$ cat config.mk
export PLATFORM = sky130hd
export DESIGN_NAME = sdcmd_engine
export DESIGN_NICKNAME = d
export VERILOG_FILES = /design/src/rtl/sdcmd_pkg.sv /design/src/rtl/sdcmd_dp.sv /design/src/rtl/sdcmd_ctrl.sv /design/src/rtl/sdcmd_engine.sv
export SDC_FILE = /design/constraint.sdc
export NUM_CORES = 1
export LEC_CHECK = 0
export ABC_AREA = 0
export BUFFER_PORTS_ARGS = -buffer_cell sky130_fd_sc_hd__buf_2
export CAP_MARGIN = 15
export CORE_UTILIZATION = 56
export CTS_CLUSTER_SIZE = 30
export DETAILED_ROUTE_END_ITERATION = 10
export GPL_TIMING_DRIVEN = 0
export PLACE_DENSITY = 0.76
export SYNTH_ARGS = -nofsm -noshare
export SYNTH_HDL_FRONTEND = slang
export SYNTH_SLANG_ARGS = --single-unit
$ cat constraint.sdc
create_clock -name clk -period 2.9 [get_ports clk]
set_input_delay 0.29 -clock clk [delete_from_list [all_inputs] [get_ports clk]]
set_output_delay 0.29 -clock clk [all_outputs]
set_load 0.03 [all_outputs]
$ cat src/rtl/sdcmd_pkg.sv
package sdcmd_pkg;

  localparam int ADDR_W       = 3;
  localparam int REG_W        = 32;
  localparam int IDX_W        = 6;
  localparam int CRC_W        = 7;
  localparam int STAT_W       = 11;
  localparam int FRAME_W      = 48;
  localparam int CRC_SPAN     = FRAME_W - CRC_W - 1;
  localparam int RX_SHORT_W   = FRAME_W - 1;
  localparam int RX_LONG_W    = 135;
  localparam int RSP_W        = 128;
  localparam int RSP_WORDS    = RSP_W / REG_W;

  localparam logic [ADDR_W-1:0] ADDR_CMD  = 3'd0;
  localparam logic [ADDR_W-1:0] ADDR_ARG  = 3'd1;
  localparam logic [ADDR_W-1:0] ADDR_RSP0 = 3'd2;
  localparam logic [ADDR_W-1:0] ADDR_STAT = 3'd6;

  localparam int B_RD    = 6;
  localparam int B_WR    = 7;
  localparam int B_LONG  = 9;
  localparam int B_NORSP = 10;
  localparam int B_BUSY  = 11;
  localparam int B_FAIL  = 14;
  localparam int B_NEW   = 15;

  localparam int S_CRC7  = 4;
  localparam int S_CTOUT = 6;
  localparam int S_BUSYD = 10;
  localparam logic [STAT_W-1:0] STAT_MASK =
    STAT_W'((1 << S_CRC7) | (1 << S_CTOUT) | (1 << S_BUSYD));

  typedef enum logic [2:0] {
    ST_IDLE, ST_SEND, ST_WAIT, ST_RECV, ST_CHECK, ST_BUSY
  } ctlState_t;

  typedef struct packed {
    logic loadTx;
    logic shiftTx;
    logic shiftRx;
    logic latchRsp;
    logic setTimeout;
    logic setCrcErr;
    logic setBusyDone;
    logic setFail;
    logic finish;
  } ctlStrobe_t;

  function automatic logic [CRC_W-1:0] crc7Calc(input logic [CRC_SPAN-1:0] bits);
    logic [CRC_W-1:0] c;
    logic fb;
    c = '0;
    for (int i = CRC_SPAN - 1; i >= 0; i--) begin
      fb = bits[i] ^ c[CRC_W-1];
      c  = {c[CRC_W-2:0], 1'b0};
      if (fb) c = c ^ 7'h09;
    end
    return c;
  endfunction

endpackage

$ cat src/rtl/sdcmd_dp.sv
module sdcmd_dp
  import sdcmd_pkg::*;
(
  input  logic              clk,
  input  logic              rstN,
  input  logic              regWrEn,
  input  logic [ADDR_W-1:0] regAddr,
  input  logic [REG_W-1:0]  regWrData,
  output logic [REG_W-1:0]  regRdData,
  input  logic              cmdIn,
  input  ctlStrobe_t        strobe,
  output logic              cmdNew,
  output logic              cmdFail,
  output logic              isLong,
  output logic              noResp,
  output logic              busyWait,
  output logic              comboBad,
  output logic              crcOk,
  output logic              txBit,
  output logic [IDX_W-1:0]  cmdIdx,
  output logic [STAT_W-1:0] statusQ
);

  logic [IDX_W-1:0]     idxQ;
  logic                 rdQ, wrQ, longQ, noRspQ, busyQ, newQ, failQ;
  logic [REG_W-1:0]     argQ;
  logic [RSP_W-1:0]     rspQ;
  logic [STAT_W-1:0]    statQ;
  logic [FRAME_W-1:0]   txQ;
  logic [RX_LONG_W-1:0] rxQ;

  logic                 cmdWrite;
  logic [STAT_W-1:0]    statSet, statClr;
  logic [CRC_SPAN-1:0]  txHead;

  assign cmdWrite = regWrEn && (regAddr == ADDR_CMD) && !newQ;
  assign txHead   = {2'b01, idxQ, argQ};

  // Command word fields, start and fail bits
  always_ff @(posedge clk or negedge rstN) begin
    if (!rstN) begin
      idxQ   <= '0;
      rdQ    <= 1'b0;
      wrQ    <= 1'b0;
      longQ  <= 1'b0;
      noRspQ <= 1'b0;
      busyQ  <= 1'b0;
      newQ   <= 1'b0;
      failQ  <= 1'b0;
    end else begin
      if (cmdWrite) begin
        idxQ   <= regWrData[IDX_W-1:0];
        rdQ    <= regWrData[B_RD];
        wrQ    <= regWrData[B_WR];
        longQ  <= regWrData[B_LONG];
        noRspQ <= regWrData[B_NORSP];
        busyQ  <= regWrData[B_BUSY];
        newQ   <= regWrData[B_NEW];
        if (regWrData[B_NEW]) failQ <= 1'b0;
      end
      if (strobe.setFail) failQ <= 1'b1;
      if (strobe.finish)  newQ  <= 1'b0;
    end
  end

  always_ff @(posedge clk or negedge rstN) begin
    if (!rstN) argQ <= '0;
    else if (regWrEn && regAddr == ADDR_ARG) argQ <= regWrData;
  end

  // Status: hardware set wins over a same-cycle clear
  always_comb begin
    statSet = '0;
    statSet[S_CRC7]  = strobe.setCrcErr;
    statSet[S_CTOUT] = strobe.setTimeout;
    statSet[S_BUSYD] = strobe.setBusyDone;
    statClr = (regWrEn && regAddr == ADDR_STAT) ? regWrData[STAT_W-1:0] : '0;
  end

  always_ff @(posedge clk or negedge rstN) begin
    if (!rstN) statQ <= '0;
    else       statQ <= ((statQ & ~statClr) | statSet) & STAT_MASK;
  end

  // Transmit shifter: frame built in parallel, sent MSB first
  always_ff @(posedge clk or negedge rstN) begin
    if (!rstN) txQ <= '1;
    else if (strobe.loadTx)  txQ <= {txHead, crc7Calc(txHead), 1'b1};
    else if (strobe.shiftTx) txQ <= {txQ[FRAME_W-2:0], 1'b1};
  end

  // Receive shifter: everything after the start bit
  always_ff @(posedge clk or negedge rstN) begin
    if (!rstN) rxQ <= '0;
    else if (strobe.shiftRx) rxQ <= {rxQ[RX_LONG_W-2:0], cmdIn};
  end

  always_ff @(posedge clk or negedge rstN) begin
    if (!rstN) rspQ <= '0;
    else if (strobe.latchRsp) begin
      if (longQ) rspQ <= rxQ[RSP_W-1:0];
      else       rspQ <= {{(RSP_W-REG_W){1'b0}}, rxQ[REG_W+CRC_W:CRC_W+1]};
    end
  end

  assign crcOk = (crc7Calc({1'b0, rxQ[RX_SHORT_W-1:CRC_W+1]}) == rxQ[CRC_W:1]);

  // Register read mux
  always_comb begin
    regRdData = '0;
    if (regAddr == ADDR_CMD) begin
      regRdData[IDX_W-1:0] = idxQ;
      regRdData[B_RD]      = rdQ;
      regRdData[B_WR]      = wrQ;
      regRdData[B_LONG]    = longQ;
      regRdData[B_NORSP]   = noRspQ;
      regRdData[B_BUSY]    = busyQ;
      regRdData[B_FAIL]    = failQ;
      regRdData[B_NEW]     = newQ;
    end
    if (regAddr == ADDR_ARG)  regRdData = argQ;
    if (regAddr == ADDR_STAT) regRdData[STAT_W-1:0] = statQ;
    for (int k = 0; k < RSP_WORDS; k++) begin
      if (regAddr == ADDR_RSP0 + ADDR_W'(k)) regRdData = rspQ[k*REG_W +: REG_W];
    end
  end

  assign cmdNew   = newQ;
  assign cmdFail  = failQ;
  assign isLong   = longQ;
  assign noResp   = noRspQ;
  assign busyWait = busyQ;
  assign comboBad = longQ && busyQ;
  assign txBit    = txQ[FRAME_W-1];
  assign cmdIdx   = idxQ;
  assign statusQ  = statQ;

endmodule

$ cat src/rtl/sdcmd_ctrl.sv
module sdcmd_ctrl
  import sdcmd_pkg::*;
#(
  parameter int RSP_TIMEOUT = 64
) (
  input  logic       clk,
  input  logic       rstN,
  input  logic       cmdNew,
  input  logic       comboBad,
  input  logic       noResp,
  input  logic       isLong,
  input  logic       busyWait,
  input  logic       crcOk,
  input  logic       cmdIn,
  input  logic       dat0In,
  output ctlStrobe_t strobe,
  output logic       cmdOe
);

  localparam int CNT_MAX = (RSP_TIMEOUT > RX_LONG_W) ? RSP_TIMEOUT : RX_LONG_W;
  localparam int CNT_W   = $clog2(CNT_MAX + 1);
  localparam logic [CNT_W-1:0] LAST_TX    = CNT_W'(FRAME_W - 1);
  localparam logic [CNT_W-1:0] LAST_WAIT  = CNT_W'(RSP_TIMEOUT - 1);
  localparam logic [CNT_W-1:0] LAST_SHORT = CNT_W'(RX_SHORT_W - 1);
  localparam logic [CNT_W-1:0] LAST_LONG  = CNT_W'(RX_LONG_W - 1);

  ctlState_t        stateQ, stateD;
  logic [CNT_W-1:0] cntQ, cntD;
  logic [CNT_W-1:0] lastRx;

  assign lastRx = isLong ? LAST_LONG : LAST_SHORT;
  assign cmdOe  = (stateQ == ST_SEND);

  always_comb begin
    strobe = '0;
    stateD = stateQ;
    cntD   = cntQ;
    unique case (stateQ)
      ST_IDLE: begin
        if (cmdNew) begin
          if (comboBad) begin
            strobe.setFail = 1'b1;
            strobe.finish  = 1'b1;
          end else begin
            strobe.loadTx = 1'b1;
            stateD        = ST_SEND;
            cntD          = '0;
          end
        end
      end
      ST_SEND: begin
        strobe.shiftTx = 1'b1;
        cntD           = cntQ + 1'b1;
        if (cntQ == LAST_TX) begin
          cntD = '0;
          if (noResp) begin
            strobe.finish = 1'b1;
            stateD        = ST_IDLE;
          end else begin
            stateD = ST_WAIT;
          end
        end
      end
      ST_WAIT: begin
        if (!cmdIn) begin
          stateD = ST_RECV;
          cntD   = '0;
        end else if (cntQ == LAST_WAIT) begin
          strobe.setTimeout = 1'b1;
          strobe.setFail    = 1'b1;
          strobe.finish     = 1'b1;
          stateD            = ST_IDLE;
        end else begin
          cntD = cntQ + 1'b1;
        end
      end
      ST_RECV: begin
        strobe.shiftRx = 1'b1;
        cntD           = cntQ + 1'b1;
        if (cntQ == lastRx) stateD = ST_CHECK;
      end
      ST_CHECK: begin
        strobe.latchRsp = 1'b1;
        if (!isLong && !crcOk) begin
          strobe.setCrcErr = 1'b1;
          strobe.setFail   = 1'b1;
          strobe.finish    = 1'b1;
          stateD           = ST_IDLE;
        end else if (busyWait) begin
          stateD = ST_BUSY;
        end else begin
          strobe.finish = 1'b1;
          stateD        = ST_IDLE;
        end
      end
      ST_BUSY: begin
        if (dat0In) begin
          strobe.setBusyDone = 1'b1;
          strobe.finish      = 1'b1;
          stateD             = ST_IDLE;
        end
      end
      default: stateD = ST_IDLE;
    endcase
  end

  always_ff @(posedge clk or negedge rstN) begin
    if (!rstN) begin
      stateQ <= ST_IDLE;
      cntQ   <= '0;
    end else begin
      stateQ <= stateD;
      cntQ   <= cntD;
    end
  end

endmodule

$ cat src/rtl/sdcmd_engine.sv
module sdcmd_engine
  import sdcmd_pkg::*;
#(
  parameter int RSP_TIMEOUT = 64
) (
  input  logic              clk,
  input  logic              rstN,
  input  logic              regWrEn,
  input  logic [ADDR_W-1:0] regAddr,
  input  logic [REG_W-1:0]  regWrData,
  output logic [REG_W-1:0]  regRdData,
  output logic              cmdOut,
  output logic              cmdOe,
  input  logic              cmdIn,
  input  logic              dat0In
);

  ctlStrobe_t        strobe;
  logic              cmdNew, cmdFail, isLong, noResp, busyWait, comboBad, crcOk, txBit;
  logic [IDX_W-1:0]  cmdIdx;
  logic [STAT_W-1:0] statusQ;

  sdcmd_dp u_dp (
    .clk       (clk),
    .rstN      (rstN),
    .regWrEn   (regWrEn),
    .regAddr   (regAddr),
    .regWrData (regWrData),
    .regRdData (regRdData),
    .cmdIn     (cmdIn),
    .strobe    (strobe),
    .cmdNew    (cmdNew),
    .cmdFail   (cmdFail),
    .isLong    (isLong),
    .noResp    (noResp),
    .busyWait  (busyWait),
    .comboBad  (comboBad),
    .crcOk     (crcOk),
    .txBit     (txBit),
    .cmdIdx    (cmdIdx),
    .statusQ   (statusQ)
  );

  sdcmd_ctrl #(.RSP_TIMEOUT(RSP_TIMEOUT)) u_ctrl (
    .clk      (clk),
    .rstN     (rstN),
    .cmdNew   (cmdNew),
    .comboBad (comboBad),
    .noResp   (noResp),
    .isLong   (isLong),
    .busyWait (busyWait),
    .crcOk    (crcOk),
    .cmdIn    (cmdIn),
    .dat0In   (dat0In),
    .strobe   (strobe),
    .cmdOe    (cmdOe)
  );

  assign cmdOut = cmdOe ? txBit : 1'b1;

endmodule

==> metrics.yaml, run 1 <==
violations: "DRC, setup timing"
row_count: 64
clock_latency_ns: 0.54
total_power_mw: 21.1
layout_min_cycle_time_ns: 2.91
path_class: "register to register"
min_path_cells: 2
chipHeight_um: 179
p_comb_share_pct: 44.1
finalClockSkew_ns: 0.0204
synth_top_area_cell: "dfrtp_1"
ant_nets: 0
async_flop_share_pct: 100
worst_slack_ns: -0.00652
die_w_um: 179
ys_warn_count: 0
synth_top_area_share_pct: 44.8
ir_drop_uv: 1490
p_sw_mw: 7.63
synth.avg_cell_area_um2: 11.1
synth_edf_count: 0
port_buffers: 71
grt_pass1_wl_um: 72300
swShare_pct: 36.2
htreeDepth: 2
grt_overflow: 0
clockRootBuffer: "clkbuf_16"
hpwl_um: 32900
final.fill_count: 2274
syn_area_mm2: 0.0176
powerDensity_mw_per_mm2: 1030
antenna_cells: 0
wl_um: 46900
relSlewSlack_pct: 33.0
clkPwrFrac_pct: 24.7
crit_path_max_fanout: 5
power.leakage_nw: 9.40
critPathCaptureType: "register"
yosysSeqAreaShare_pct: 51.9
cts_made_buffers: 39
drc: 12
wl_met3_um: 3050
start_util_pct: 57.2
gp_congestion: 0.923
r2r_cells: 10
grt_antenna_before_repair: 1
cp_data_arrival_time_ns: 3.32
period_share_pct: 100
top_layer_used: "met5"
p_int_mw: 13.4
syn-num-nets: 1630
drv_cap: 0
dp_cells: 2058
netlist_instances: 1588
nets: 1781
cts_sinks: 362
syn_to_final_growth_pct: 16.8
maxSlewViolCount: 0
viasPerCell: 6.01
status: "finished, violations left"
avgRoutedWirePerCell_um: 21.6
rsz0062_at_grt: "yes"
drt_iter0_markers: 1176
synth_cell_types: 48
wl_met2_um: 22400
dpl_worst_slack_ns: -0.363
cts_buffer_depth: 3
vias: 13000
setup_viol_count_final: 1
fmax_mhz: 344
holdWs_ns: 0.0115
ys_seq_elements: 362
worstSetupStartpointType: "register"
dominantRegCellSynth: "dfrtp_1"
fin_util_pct: 66.8
p_seq_share_pct: 31.2
path_clk_slew_ns: 0.06
synth_area_leaders: "dfrtp_1 (45%), mux2_2 (12%), nand2_1 (7.2%)"
die_area_mm2: 0.0321
grt_pass1_vias: 12800
hold_violations: 0
tightest_slew_ns: 1.00
cp.required_ns: 3.31
hp-class: "primary input to register"
dr.pass1.iters: 9
track_usage_pct: 29.9
ios: 74
wl_met1_um: 19900
core_mm2: 0.0307
fin_cells: 2166
layout-drive-gt1-share_pct: 26.7
grt_max_degree: 128
cts_tree: "built"
==> power by group through the flow <==
| stage | sequential (mW) | combinational (mW) | clock (mW) |
|---|---|---|---|
| final | 6.58 | 9.29 | 5.21 |
| after global routing | 6.63 | 9.97 | 5.45 |
| after global placement | 6.61 | 8.54 | 0 |
| after detailed placement | 6.63 | 8.70 | 0 |
| after CTS | 6.54 | 8.81 | 5.26 |
| after floorplan | 6.30 | 7.15 | 0 |
==> repair_timing <==
| action | in CTS | in global routing |
|---|---|---|
| endpoints found under the setup margin | 97 | 184 |
| hold buffers | 19 | 0 |
| setup buffers | 11 | 10 |
| endpoints found under the hold margin | 68 | 0 |
| gates resized for setup | 36 | 39 |
| pin swaps | 17 | 9 |
==> kinds of logic (layout without fill, tap and decap cells) <==
logic type	after synthesis	after routing	share of synthesized area (%)
AOI/OAI and AO/OA	293	293	9.78
xor gates and xnor gates	123	123	9.10
adders and majority gates	2	2	0.142
buffers and inverters	119	301	2.56
DFF	362	362	51.9
muxes	269	269	16.9
and+or+nand+nor	420	420	9.62
==> stage by stage <==
step                cell area (um^2)   TNS, ns
finish                         20500  -0.00652
global route                   20500    -0.338
CTS                            20300         0
detailed placement             18500     -9.05
global placement               18400  -1786.27
floorplan                      17600         0
==> worst max-delay path, cell delays in order, from the launching register on <==
cell     delay [ns]
dfrtp_1        0.38
buf_6          0.13
xor3_1         0.42
buf_4          0.13
xnor3_2        0.28
xnor3_2        0.28
xnor2_2        0.21
xnor3_1        0.31
and3_4         0.21
o221a_4        0.26
o21a_1         0.18
==> worst paths after layout <==
kind	from	to	slack, ns
worst max-delay path	u_dp.rxQ[38]	u_dp.cmdNew	-0.007
worst min-delay path	regWrData[5]	u_dp.argQ[5]	0.01
worst max register to register	u_dp.rxQ[38]	u_dp.cmdNew	-0.007
worst min register to register	u_dp.txQ[24]	u_dp.txQ[24]	0.46
max in group asynchronous	rstN	u_dp.rspQ[111]	1.63
min in group asynchronous	rstN	u_ctrl.cntQ[1]	0.30
==> flip-flops by register name, indices dropped and copies added (netlist names), 3 cells and up <==
signal / count
u_dp.rspQ: 128
u_ctrl.cntQ: 8
u_dp.statusQ: 3
u_dp.rxQ: 128
u_ctrl.stateQ: 3
u_dp.txQ: 47
u_dp.cmdIdx: 6
u_dp.argQ: 32
==> synthesized netlist by cell type, types with 2 or more instances <==
cell type,number
xnor2_1,68
xor2_1,18
dfrtp_1,315
nor2b_1,9
nor3_1,9
o221ai_1,8
xnor3_1,26
a21oi_1,30
nand2b_1,6
xnor3_2,4
o41ai_1,2
o21ai_1,3
a31oi_1,5
o31ai_1,4
ha_1,2
nand2_1,339
nand4_1,3
o21ai_0,152
inv_1,10
nand3_1,6
dfstp_2,47
a22oi_1,57
o21a_1,4
buf_1,10
a211oi_1,2
clkbuf_1,97
o22ai_1,23
and3_1,3
mux4_2,4
nor2_1,32
clkbuf_2,2
or2_2,3
mux2_2,188
nor4_1,4
xor3_1,4
mux2i_1,77
==> layout make-up <==
| class | instances | area (um^2) | share of cell area [%] |
|---|---|---|---|
| Clock inverter | 16 | 193 | 0.938 |
| Tap cell | 396 | 495 | 2.41 |
| Clock buffer | 56 | 1170 | 5.71 |
| Buffer | 105 | 415 | 2.02 |
| Timing Repair Buffer | 114 | 812 | 3.95 |
| Sequential cell | 362 | 9130 | 44.5 |
| Inverter | 10 | 37.5 | 0.183 |
| Multi-Input combinational cell | 1107 | 8280 | 40.3 |
==> cell usage in the layout, fill, tap and decap left out, types with 13 or more instances in the layout <==
| master | n |
|---|---|
| nand2_1 | 339 |
| dfrtp_1 | 302 |
| mux2_2 | 188 |
| o21ai_0 | 152 |
| clkbuf_1 | 93 |
| mux2i_1 | 76 |
| buf_2 | 72 |
| a22oi_1 | 57 |
| xnor2_1 | 50 |
| dfstp_2 | 47 |
| clkbuf_16 | 41 |
| nor2_1 | 31 |
| a21oi_1 | 30 |
| o22ai_1 | 23 |
| dlygate4sd3_1 | 19 |
| buf_4 | 19 |
| xor2_1 | 18 |
| xnor3_2 | 15 |
| xnor3_1 | 15 |
| xnor2_2 | 14 |
| dfrtp_2 | 13 |
==> metal layers <==
metal | GRT usage, % | vias up
met5 | 0 | -
met4 | 10.8 | 2
met3 | 4.75 | 98
met2 | 47.5 | 480
met1 | 41.6 | 6605
li1 | - | 5823
No activity file was read; power rests on OpenSTA's default activity.
==> run 2, diff against run 1 <==
- CORE_UTILIZATION: 56 -> 48
- PLACE_DENSITY: 0.76 -> 0.67
==> run 2 against run 1 <==
Effect of this change:
- the run ends with DRC left
- cell area decreased by 1.3%
- register-to-register slack improved by 0.03 ns
- first-iteration DRC count decreased by 13%
- final cell count increased by 2.3%
- global-route usage decreased by 4.3 points
- sequential power about the same
- via count decreased by 2.1%
- critical path depth decreased by 2
- die area increased by 16%
- hold slack improved by 0.0017 ns
- clock-buffer cell count decreased by 1
- combinational power decreased by 3.8%
- largest cell class unchanged
- highest routed layer is now met4
==> metrics.yaml, run 2 (synthesis results as in run 1) <==
worstSetupStartpointType: "register"
cp.required_ns: 3.32  # about the same
timing.rr.start: "u_dp.rxQ[41]"
vias: 12700  # -2.1%
grt_overflow: 0  # unchanged
ant_nets: 0  # unchanged
min_path_cells: 2  # unchanged
grt_pass1_wl_um: 74100  # +2.5%
placed_cell_area_mm2: 0.0186  # +0.44%
path_class: "register to register"
critPathCaptureType: "register"
die_w_um: 193  # +7.9%
hp-class: "primary input to register"
relSlewSlack_pct: 29.7  # -3.3 points
final_common_cell: "nand2_1"
power.leakage_nw: 9.22  # -1.9%
port_buffers: 71  # unchanged
finalClockSkew_ns: 0.0179  # -0.00246 ns
hp-start: "regWrData[27]"
drv_cap: 0  # unchanged
syn_to_final_growth_pct: 15.3
drt_iter0_markers: 1023  # -13%
min_to: "u_dp.argQ[27]"
chipHeight_um: 193  # +7.9%
cp_cell_sequence: "xor3_2 -> xnor3_2 -> xnor3_2 -> xnor2_2 -> xnor3_2 -> and4_4 -> o221a_4 -> o21a_1"
layout-drive-gt1-share_pct: 25.5  # -1.2 points
fin_util_pct: 56.6  # -10 points
cp_data_arrival_time_ns: 3.29  # -0.03 ns
ir_drop_uv: 1310  # -12%
viasPerCell: 5.75  # -4.2%
nets: 1769  # -0.67%
core_mm2: 0.0358  # +17%
rrSetupSlack_ns: 0.03  # +0.03 ns
final_area_mm2: 0.0203  # -1.3%
fmax_mhz: 348  # +1.1%
clockRootBuffer: "clkbuf_16"
worst_slack_ns: 0.0262  # +0.0327 ns
die_area_mm2: 0.0374  # +16%
hold_violations: 0  # unchanged
r2r_cells: 8  # -2
maxSlewViolCount: 0  # unchanged
wl_um: 47000  # +0.24%
tightest_slew_ns: 1.05  # +0.0501 ns
clock_latency_ns: 0.53  # about the same
cts_tree: "built"
cts_made_buffers: 39  # unchanged
dr.pass1.iters: 9  # unchanged
start_util_pct: 49.1  # -8.1 points
reg_top3: "u_dp.rspQ (128), u_dp.rxQ (128), u_dp.txQ (47)"
period_share_pct: 99.1  # -1.1 points
rsz0062_at_grt: "yes"
grt_antenna_before_repair: 0  # -1
row_count: 69  # +7.8%
track_usage_pct: 25.6  # -4.3 points
status: "finished, violations left"
cts_sinks: 362  # unchanged
hpwl_um: 34000  # +3.4%
r2r-end: "u_dp.cmdNew"
layout_min_cycle_time_ns: 2.87  # -0.0327 ns
critPathSlowestCell: "xor3_2"
path_clk_slew_ns: 0.07  # about the same
ios: 74  # unchanged
setup_viol_count_final: 0  # -1
crit_path_max_fanout: 5  # unchanged
antenna_cells: 0  # unchanged
avgRoutedWirePerCell_um: 21.2  # -2.0%
grt_max_degree: 128  # unchanged
cts_buffer_depth: 3  # unchanged
mostFrequentLayoutCells: "nand2_1 (338), dfrtp_1 (304), mux2_2 (188), o21ai_0 (152), clkbuf_1 (96)"
violations: "DRC"
crit_path_frequent_cell: "xnor3_2"
grt_pass1_vias: 12800  # -0.65%
htreeDepth: 2  # unchanged
dpl_worst_slack_ns: -0.433  # -0.0706 ns
drc: 5  # -7
max_stage_delay_ns: 0.49  # +0.07 ns
powerDensity_mw_per_mm2: 999  # -2.6%
gp_congestion: 0.900  # -2.5%
-- run 2: changes by cell type in the layout (fill, tap and decap cells not counted), sizes merged --
cell and change:
dlygate4sd3 -1, bufinv -3, clkbuf +2, clkinvlp -2
clkinv +2, buf -14
-- run 2: where the power goes --
group | switching, mW | internal [mW]
Sequential | 0.732 | 5.86
Combinational | 4.68 | 4.26
Clock | 2.04 | 2.67
Total | 7.45 | 12.8
-- run 2: metal layers --
layer,vias up,wire [um],track usage (%)
met5,-,0,0
met2,399,21500,39.5
met3,99,2850,4.43
li1,5794,-,-
met4,0,1810,10.2
met1,6446,20900,35.9
-- run 2: critical path, delay by kind of cell, from the launching register on --
family                    cells  cell delay, ns
xor gates and xnor gates      5            1.74
AOI/OAI and AO/OA             2            0.45
and+or+nand+nor               1            0.18
DFF                           1            0.40
-- run 2: through the flow --
| stage | power (mW) | std cells | setup TNS (ns) | hold slack, ns |
|---|---|---|---|---|
| 3_5_place_dp | 15.4 | 2123 | -19.68 | 0.305 |
| 3_3_place_gp | 15.3 | 2120 | -1845.24 | 0.448 |
| 5_1_grt | 21.1 | 2215 | -0.0419 | 0.00150 |
| 4_1_cts | 20.2 | 2212 | -0.0402 | 0.00257 |
| 6_report | 20.3 | 2215 | 0 | 0.0132 |
| 2_1_floorplan | 13.5 | 1588 | 0 | -0.00559 |
-- run 2: worst max-delay path by stage --
| stage | from | end | slack [ns] | cells past startpoint |
|---|---|---|---|---|
| after global placement | rstN | u_dp.rxQ[85] | -5.39 | 1 |
| after global routing | u_dp.rxQ[41] | u_dp.cmdNew | -0.03 | 8 |
| after CTS | u_dp.cmdIdx[5] | u_dp.txQ[4] | -0.04 | 9 |
| after detailed placement | regAddr[0] | regRdData[11] | -0.43 | 7 |
| final | u_dp.rxQ[41] | u_dp.cmdNew | 0.03 | 8 |
| after floorplan | u_dp.rxQ[38] | u_dp.cmdNew | 0.02 | 9 |
-- run 2: area by class of cell --
cell class                      count  area (um^2)
Buffer                            105          417
Clock buffer                       55         1110
Clock inverter                     13         90.1
Fill cell                        3040        15600
Inverter                           10         37.5
Multi-Input combinational cell   1107         8200
Sequential cell                   362         9130
Tap cell                          461          577
Timing Repair Buffer              102          707
-- run 2: what timing repair did --
item / 4_1_cts / 5_1_grt
buffers inserted: 6 / 4
gates resized for setup: 35 / 31
endpoints found under the setup margin: 132 / 127
pin swaps: 13 / 9
hold endpoints to repair: 85 / 0
hold buffers: 18 / 0
==> run 3, diff against run 2 <==
- SETUP_SLACK_MARGIN: not set -> 0.05
==> run 3 against run 2 <==
Effect of this change:
- the flow still finishes with violations (DRC)
- via count shrank 0.38%
- clock power grew 1%
- die area is the same
- global-route usage is essentially flat
- non-clock buffer count grew 12
- largest cell class unchanged
- cell area grew 0.51%
- critical path type unchanged
- sequential share of layout area shrank 0.22 points
- hold slack gained 0.0086 ns
- first-iteration DRC count shrank 5.3%
- power grew 3.2%
- critical path depth grew 1
==> metrics.yaml, run 3 (synthesis results as in run 1) <==
timing.setup.tns_ns: 0  # unchanged
maxSlewViolCount: 0  # unchanged
cp_data_arrival_time_ns: 3.31  # +0.02 ns
dpl_worst_slack_ns: -0.422  # +0.0113 ns
avgRoutedWirePerCell_um: 21.0  # -0.81%
die_area_mm2: 0.0374  # unchanged
core_mm2: 0.0358  # unchanged
nets: 1781  # +0.68%
path_class: "register to register"
row_count: 69  # unchanged
antenna_cells: 0  # unchanged
crit_path_max_fanout: 4  # -1
p_comb_share_pct: 45.7  # +1.5 points
cts_tree: "built"
cts_sinks: 362  # unchanged
hp-start: "regWrData[1]"
powerDensity_mw_per_mm2: 1030  # +2.7%
hold_violations: 0  # unchanged
fmax_mhz: 346  # -0.43%
ant_nets: 0  # unchanged
ios: 74  # unchanged
setup_viol_count_final: 0  # unchanged
worst_slack_ns: 0.0139  # -0.0123 ns
dr.pass1.iters: 10  # +1
swShare_pct: 36.5  # -0.27 points
chipHeight_um: 193  # unchanged
drv_cap: 0  # unchanged
start_util_pct: 49.1  # unchanged
power.leakage_nw: 9.29  # +0.73%
gp_congestion: 0.910  # +1.1%
worstSetupStartpointType: "register"
hp-class: "primary input to register"
path_clk_slew_ns: 0.06  # about the same
ir_drop_uv: 1340  # +2.0%
tightest_slew_ns: 1.01  # -0.0378 ns
min_path_cells: 2  # unchanged
grt_pass1_wl_um: 73600  # -0.75%
htreeDepth: 2  # unchanged
reg_top3: "u_dp.rspQ (128), u_dp.rxQ (128), u_dp.txQ (47)"
p_seq_share_pct: 31.5  # -1.0 points
status: "finished, violations left"
die_w_um: 193  # unchanged
clockRootBuffer: "clkbuf_16"
p_sw_mw: 7.63  # +2.4%
clock_latency_ns: 0.55  # +0.02 ns
relSlewSlack_pct: 32.2  # +2.5 points
r2r_cells: 9  # +1
port_buffers: 71  # unchanged
grt_overflow: 0  # unchanged
min_to: "u_dp.cmdIdx[1]"
cp.required_ns: 3.32  # about the same
layout_min_cycle_time_ns: 2.89  # +0.0123 ns
wl_um: 46900  # -0.18%
grt_antenna_before_repair: 0  # unchanged
final_common_cell: "nand2_1"
drt_iter0_markers: 969  # -5.3%
violations: "DRC"
track_usage_pct: 25.5  # about the same
clkPwrFrac_pct: 22.8  # -0.5 points
cts_made_buffers: 39  # unchanged
period_share_pct: 99.5  # +0.42 points
rsz0062_at_grt: "yes"
layout-drive-gt1-share_pct: 26.0  # +0.48 points
hpwl_um: 34200  # +0.38%
viasPerCell: 5.69  # -1.0%
mostFrequentLayoutCells: "nand2_1 (339), dfrtp_1 (303), mux2_2 (188), o21ai_0 (152), clkbuf_1 (86)"
finalClockSkew_ns: 0.0216  # +0.00366 ns
rrSetupSlack_ns: 0.01  # about the same
p_int_mw: 13.3  # +3.6%
r2r-end: "u_dp.cmdFail"
grt_pass1_vias: 12700  # -0.69%
timing.rr.start: "u_dp.rxQ[38]"
drc: 6  # +1
syn_to_final_growth_pct: 15.9
cts_buffer_depth: 3  # unchanged
grt_max_degree: 117  # -8.6%
vias: 12700  # -0.38%
critPathCaptureType: "register"
run 3: cell count changes in the layout (fill, tap and decap cells not counted), moves of 2 or more:
cell | previous run | this run
dlygate4sd3_1 | 18 | 22
buf_1 | 5 | 8
xnor2_2 | 10 | 7
clkbuf_2 | 11 | 18
clkinvlp_4 | 1 | 3
buf_4 | 9 | 16
buf_2 | 71 | 73
xnor2_1 | 56 | 59
clkbuf_1 | 96 | 86
run 3: through the flow:
step                area (um^2)  hold WS [ns]  total power [mW]  cells  utilization, %
finish                    20400        0.0218              20.9   2229            56.9
global route              20400        0.0156              21.9   2229            56.9
CTS                       20300       0.00232              20.7   2222            56.6
detailed placement        18600         0.278              15.4   2123            52.0
global placement          18500         0.447              15.2   2120            51.7
floorplan                 17600      -0.00559              13.5   1588               -
run 3: repair_timing:
item	in CTS	in global routing
hold endpoints to repair	83	0
setup buffers	9	7
hold buffers	22	0
setup endpoints to repair	155	139
gates cloned	0	0
gates resized for setup	46	32
pin swaps	17	6
run 3: cell type report:
cell class | count | area, um^2
fillers | 3051 | 15500
flip-flops and latches | 362 | 9130
multi-input cells | 1107 | 8180
clock buffers | 56 | 1120
repair buffers | 112 | 788
well taps | 461 | 577
plain buffers | 107 | 439
clock inverters | 14 | 100
inverters | 10 | 37.5
run 3: worst max-delay path, cell delays in order (launching register included):
cell	delay, ns
dfrtp_1	0.37
buf_6	0.12
xor3_1	0.40
xnor3_2	0.45
xnor3_2	0.29
xnor2_2	0.19
xnor3_2	0.31
nor4_4	0.29
o221a_4	0.27
o21ai_1	0.07
run 3: metal layers:
metal / vias to the layer above / track usage [%] / part of all wire, %
met3: 104 / 3.94 / 6.2
met4: 0 / 10.4 / 3.9
met2: 406 / 39.4 / 45
met5: - / 0 / 0
met1: 6368 / 36.2 / 45
li1: 5811 / - / -
run 3: worst max path at each step:
stage / slack, ns / from / cells past startpoint / to
6_report: 0.01 / u_dp.rxQ[38] / 9 / u_dp.cmdFail
5_1_grt: -0.07 / u_dp.rxQ[38] / 9 / u_dp.cmdFail
3_3_place_gp: -5.35 / rstN / 1 / u_dp.rxQ[118]
2_1_floorplan: 0.05 / u_dp.rxQ[43] / 8 / u_dp.cmdNew
3_5_place_dp: -0.42 / regAddr[0] / 7 / regRdData[11]
4_1_cts: 0.01 / u_dp.rxQ[44] / 8 / u_dp.cmdNew
run 3: power by group through the flow:
stage / Clock (mW) / Combinational [mW] / Sequential [mW]
detailed placement: 0 / 8.72 / 6.66
global placement: 0 / 8.60 / 6.64
CTS: 4.84 / 9.25 / 6.57
floorplan: 0 / 7.15 / 6.30
finish: 4.77 / 9.55 / 6.58
global route: 5.04 / 10.2 / 6.65
